==> src/rtl/bitslice_alu.sv <==
`timescale 1ns/1ps
module bitslice_alu #(
  parameter int W = 4
) (
  input  logic [W-1:0] a_i,
  input  logic [W-1:0] b_i,
  input  logic [2:0]   op_i,
  output logic [W-1:0] y_o,
  output logic         cout_o,
  output logic         ovf_o
);

  logic         ctl;
  logic         arith;
  logic [W:0]   c;

  assign ctl   = op_i[0];
  assign arith = op_i[2] & op_i[1];
  assign c[0]  = ctl;

  for (genvar i = 0; i < W; i++) begin : g_slice
    logic       bx;
    logic       sum;
    logic [7:0] fn;

    assign bx       = b_i[i] ^ ctl;
    assign sum      = a_i[i] ^ bx ^ c[i];
    assign c[i+1]   = (a_i[i] & bx) | (c[i] & (a_i[i] ^ bx));

    assign fn[0] =   a_i[i] & b_i[i];
    assign fn[1] = ~(a_i[i] & b_i[i]);
    assign fn[2] =   a_i[i] | b_i[i];
    assign fn[3] = ~(a_i[i] | b_i[i]);
    assign fn[4] =   a_i[i] ^ b_i[i];
    assign fn[5] = ~(a_i[i] ^ b_i[i]);
    assign fn[6] = sum;
    assign fn[7] = sum;

    assign y_o[i] = fn[op_i];
  end

  assign cout_o = arith & c[W];
  assign ovf_o  = arith & (c[W] ^ c[W-1]);

endmodule

==> config.mk <==
export PLATFORM = sky130hd
export DESIGN_NAME = bitslice_alu
export DESIGN_NICKNAME = d
export VERILOG_FILES = /design/src/rtl/bitslice_alu.sv
export SDC_FILE = /design/constraint.sdc
export NUM_CORES = 1
export LEC_CHECK = 0
export BUFFER_PORTS_ARGS = -buffer_cell sky130_fd_sc_hd__buf_2
export CAP_MARGIN = 20
export CORE_AREA = 3 3 40 42
export DETAILED_ROUTE_END_ITERATION = 8
export DIE_AREA = 0 0 43 45
export PLACE_DENSITY = 0.66
export SYNTH_ARGS = -nofsm -noshare
export SYNTH_HDL_FRONTEND = slang
export SYNTH_SLANG_ARGS = --single-unit
==> constraint.sdc <==
create_clock -name vclk -period 1.95
set_clock_uncertainty 0.15 [all_clocks]
set_input_delay 0.0975 -clock vclk [all_inputs]
set_output_delay 0.0975 -clock vclk [all_outputs]
set_load 0.01 [all_outputs]
==> results.txt <==
- Run status: finished, violations left
- Failing checks: setup timing
* Number of cells after detailed placement: 104
- Headroom to the max-slew limit came out at 77.32%.
- The congestion estimate from routability-driven global placement came to 0.8135.
- Clock buffer count in the final layout: 0
- N_diodes: 0
- Post-synthesis cell type with the largest combined area: ha_1
* Placed standard-cell area: 654.4 sq um
- Most congested layer reported by global routing: met2
- The first global-routing pass estimated 2056 um of wire.
* Sequential Power Share: 0%
* Grt met1 use: 17.68%
* Drt pass-1 iters: 4
* Area share of the largest cell type after synthesis: 19.61%
- Global routing consumed, over all layers together, 13.01% of the routing resources.
- Area of the die: 1935 sq um
* Die height: 45 um
- Post-synthesis sequential area ratio: 0%
* Detailed-route wire length: 1206 um
- Of all nets on the critical path, the largest fanout is 2.
- Data required time of the critical path: 1700 ps
- For the final routed database, the setup TNS stands at -255.8 ps.
- Row generation in the floorplan step produced 13 rows.
- Port Buffer Count: 17
- The worst-case IR drop observed on VDD is 0.0001251 V.
- Hold-fix buffers, CTS: 0
* Number of different library cells in the post-synthesis netlist: 22
* Final HPWL DP: 1002 um
* Critical path class: input port to output pin
- Syn Nets: 89
- Of the cells placed in the final design, the portion with a size suffix greater than 1 is 39.56%.
- In this run switching power makes up 48.53% of total power.
- In the post-synthesis netlist, the biggest area contributors are ha_1 (20%), fa_1 (12%), xor2_1 (10%).
* Area inside the core boundary: 1285 sq um
* Number of violations of the max-capacitance limit: 0
* FF/Latch Area: 0 sq um
- Power density over cell area: 274.6 nW/um^2
- STA classifies the critical path startpoint as an input port.
* Launching instance or port of the critical path: b_i[0]
- After detailed routing, the number of remaining DRC violations is 0.
* Non-Filler Instances: 106
- After layout, the minimum clock period comes to 2127 ps.
- After routing the design area is 721.9 sq um.
* Period Utilization, post-route: 109.1%
- For this run, the number of Yosys warnings is 0.
- From synthesis to final layout, the design area changed by 41.42%.
- Combined area of all synthesized cells: 510.5 sq um
- Once the floorplan was initialized, standard cells occupied 39.73% of the core.
- Timing-limited maximum frequency: 470.0 MHz
- Most numerous cell in the Yosys netlist: inv_1
- The die is 43 um wide.
- After global routing the overflow that remains totals 0.
* Total vias in the final route: 512
- Global routing used 23.95% of the available met2 tracks.
- Final Hold Vio Count: 0
- Number of sequential storage elements: 0
- Setup violations remaining at the end of the flow were counted as 2.
- Combinational logic is responsible for 100.0% of the overall power.
* Critical path destination: y_o[3]
- The final count of pins violating max slew was 0.
* Vias in the first global route: 524
- Once routing completed, OpenROAD measured the worst setup slack at -177.4 ps.
- Worst-margin pin slew: 338.9 ps
- Average size of a mapped cell: 7.619 sq um
* Pin count of the biggest net entering global routing: 20
* Count of boundary I/O pins: 17
- Min-delay worst type: input port to output pin
- For this run, the post-layout net count is 115.
- On the final layout, the worst hold slack is 462.5 ps.
- After the first detailed-routing iteration, the DRC count stood at 6.
* Data arrival, critical path: 1880 ps
* Clk network pwr share: 0%
- Vias per std cell: 4.830
- Pleak: 0.3779 nW
* Detailed-route wire length per cell: 11.38 um
* Kind of end point of the critical path: output pin
- Cell internal power dissipation: 0.0001020 W
- Commonest cells in the netlist: inv_1 (10), ha_1 (8), nor2_1 (7)
- In the synthesized netlist, the number of instances is 67.
- Once detail routing completed, the nets flagged for antenna violations numbered 0.
* Initial antenna violation count: 0
- In this run the power spent charging and discharging nets is 0.00009621 W.
* Met3 global-route usage: 0.7968%
- Setup repair after global routing could not meet its margin everywhere.
## layout make-up
class	count	area, sq um
fill	134	563.0
inverter	10	37.54
multi-input combinational	54	480.5
tap	15	18.77
timing repair buffer	27	185.2
## placed cells by master, fill, tap and decap left out, drive strengths merged, types with 2 or more instances in the layout
master / netlist / layout
ha: 8 / 8
nand2b: 3 / 3
nand3b: 3 / 3
xor2: 7 / 7
fa: 3 / 3
inv: 10 / 10
o221ai: 2 / 2
a21oi: 4 / 4
o211ai: 2 / 2
nor2: 7 / 7
buf: 3 / 27
nand2: 5 / 5
xnor2: 2 / 2
o21ai: 2 / 2
## stage by stage
| stage | setup WS (ps) | total power, W | utilization (%) |
|---|---|---|---|
| after floorplan | -44.55 | 0.0001104 | - |
| after CTS | -173.3 | 0.0001732 | 50.93 |
| after global placement | -155.4 | 0.0001638 | 50.93 |
| final | -177.4 | 0.0001982 | 56.18 |
| after global routing | -265.5 | 0.0002228 | 56.18 |
| after detailed placement | -218.7 | 0.0001719 | 50.93 |
## what timing repair did
action                                  CTS  global route
gates resized for setup                   1            13
pin swaps                                 1             2
gates cloned                              0             0
buffers inserted                          0             2
endpoints found under the setup margin    4             4
## worst max-delay path, stage by stage
cell	delay (ps)
buf_6	70
mux2i_1	210
fa_2	230
inv_2	40
fa_2	340
fa_2	540
o21ai_2	50
o221ai_1	150
buf_2	160
## how the worst min path moves through the flow
stage	slack, ps	to	from	depth (start not counted)
after floorplan	170	ovf_o	op_i[2]	2
after global routing	490	ovf_o	op_i[2]	4
after CTS	450	ovf_o	op_i[2]	4
after detailed placement	450	ovf_o	op_i[2]	4
final	460	ovf_o	op_i[2]	4
after global placement	450	ovf_o	op_i[2]	4
## kinds of logic after synthesis
family,share of synthesized area (%)
XOR/XNOR,16.91
AND/OR/NAND/NOR,23.04
buffers and inverters,13.24
AO/OA/AOI/OAI,13.48
multiplexers,1.961
adder cells (fa/ha/maj),31.37
## power groups by stage
stage / logic, W / registers (W) / clock network [W]
6_report: 0.000198 / 0 / 0
5_1_grt: 0.000223 / 0 / 0
4_1_cts: 0.000173 / 0 / 0
3_5_place_dp: 0.000172 / 0 / 0
3_3_place_gp: 0.000164 / 0 / 0
2_1_floorplan: 0.000110 / 0 / 0
## routing by layer
layer | part of all wire, % | up-vias
met5 | 0 | -
met4 | 0 | 0
met3 | 4.7 | 0
met2 | 52 | 11
met1 | 43 | 235
li1 | - | 266
No activity file was read; power rests on OpenSTA's default activity.
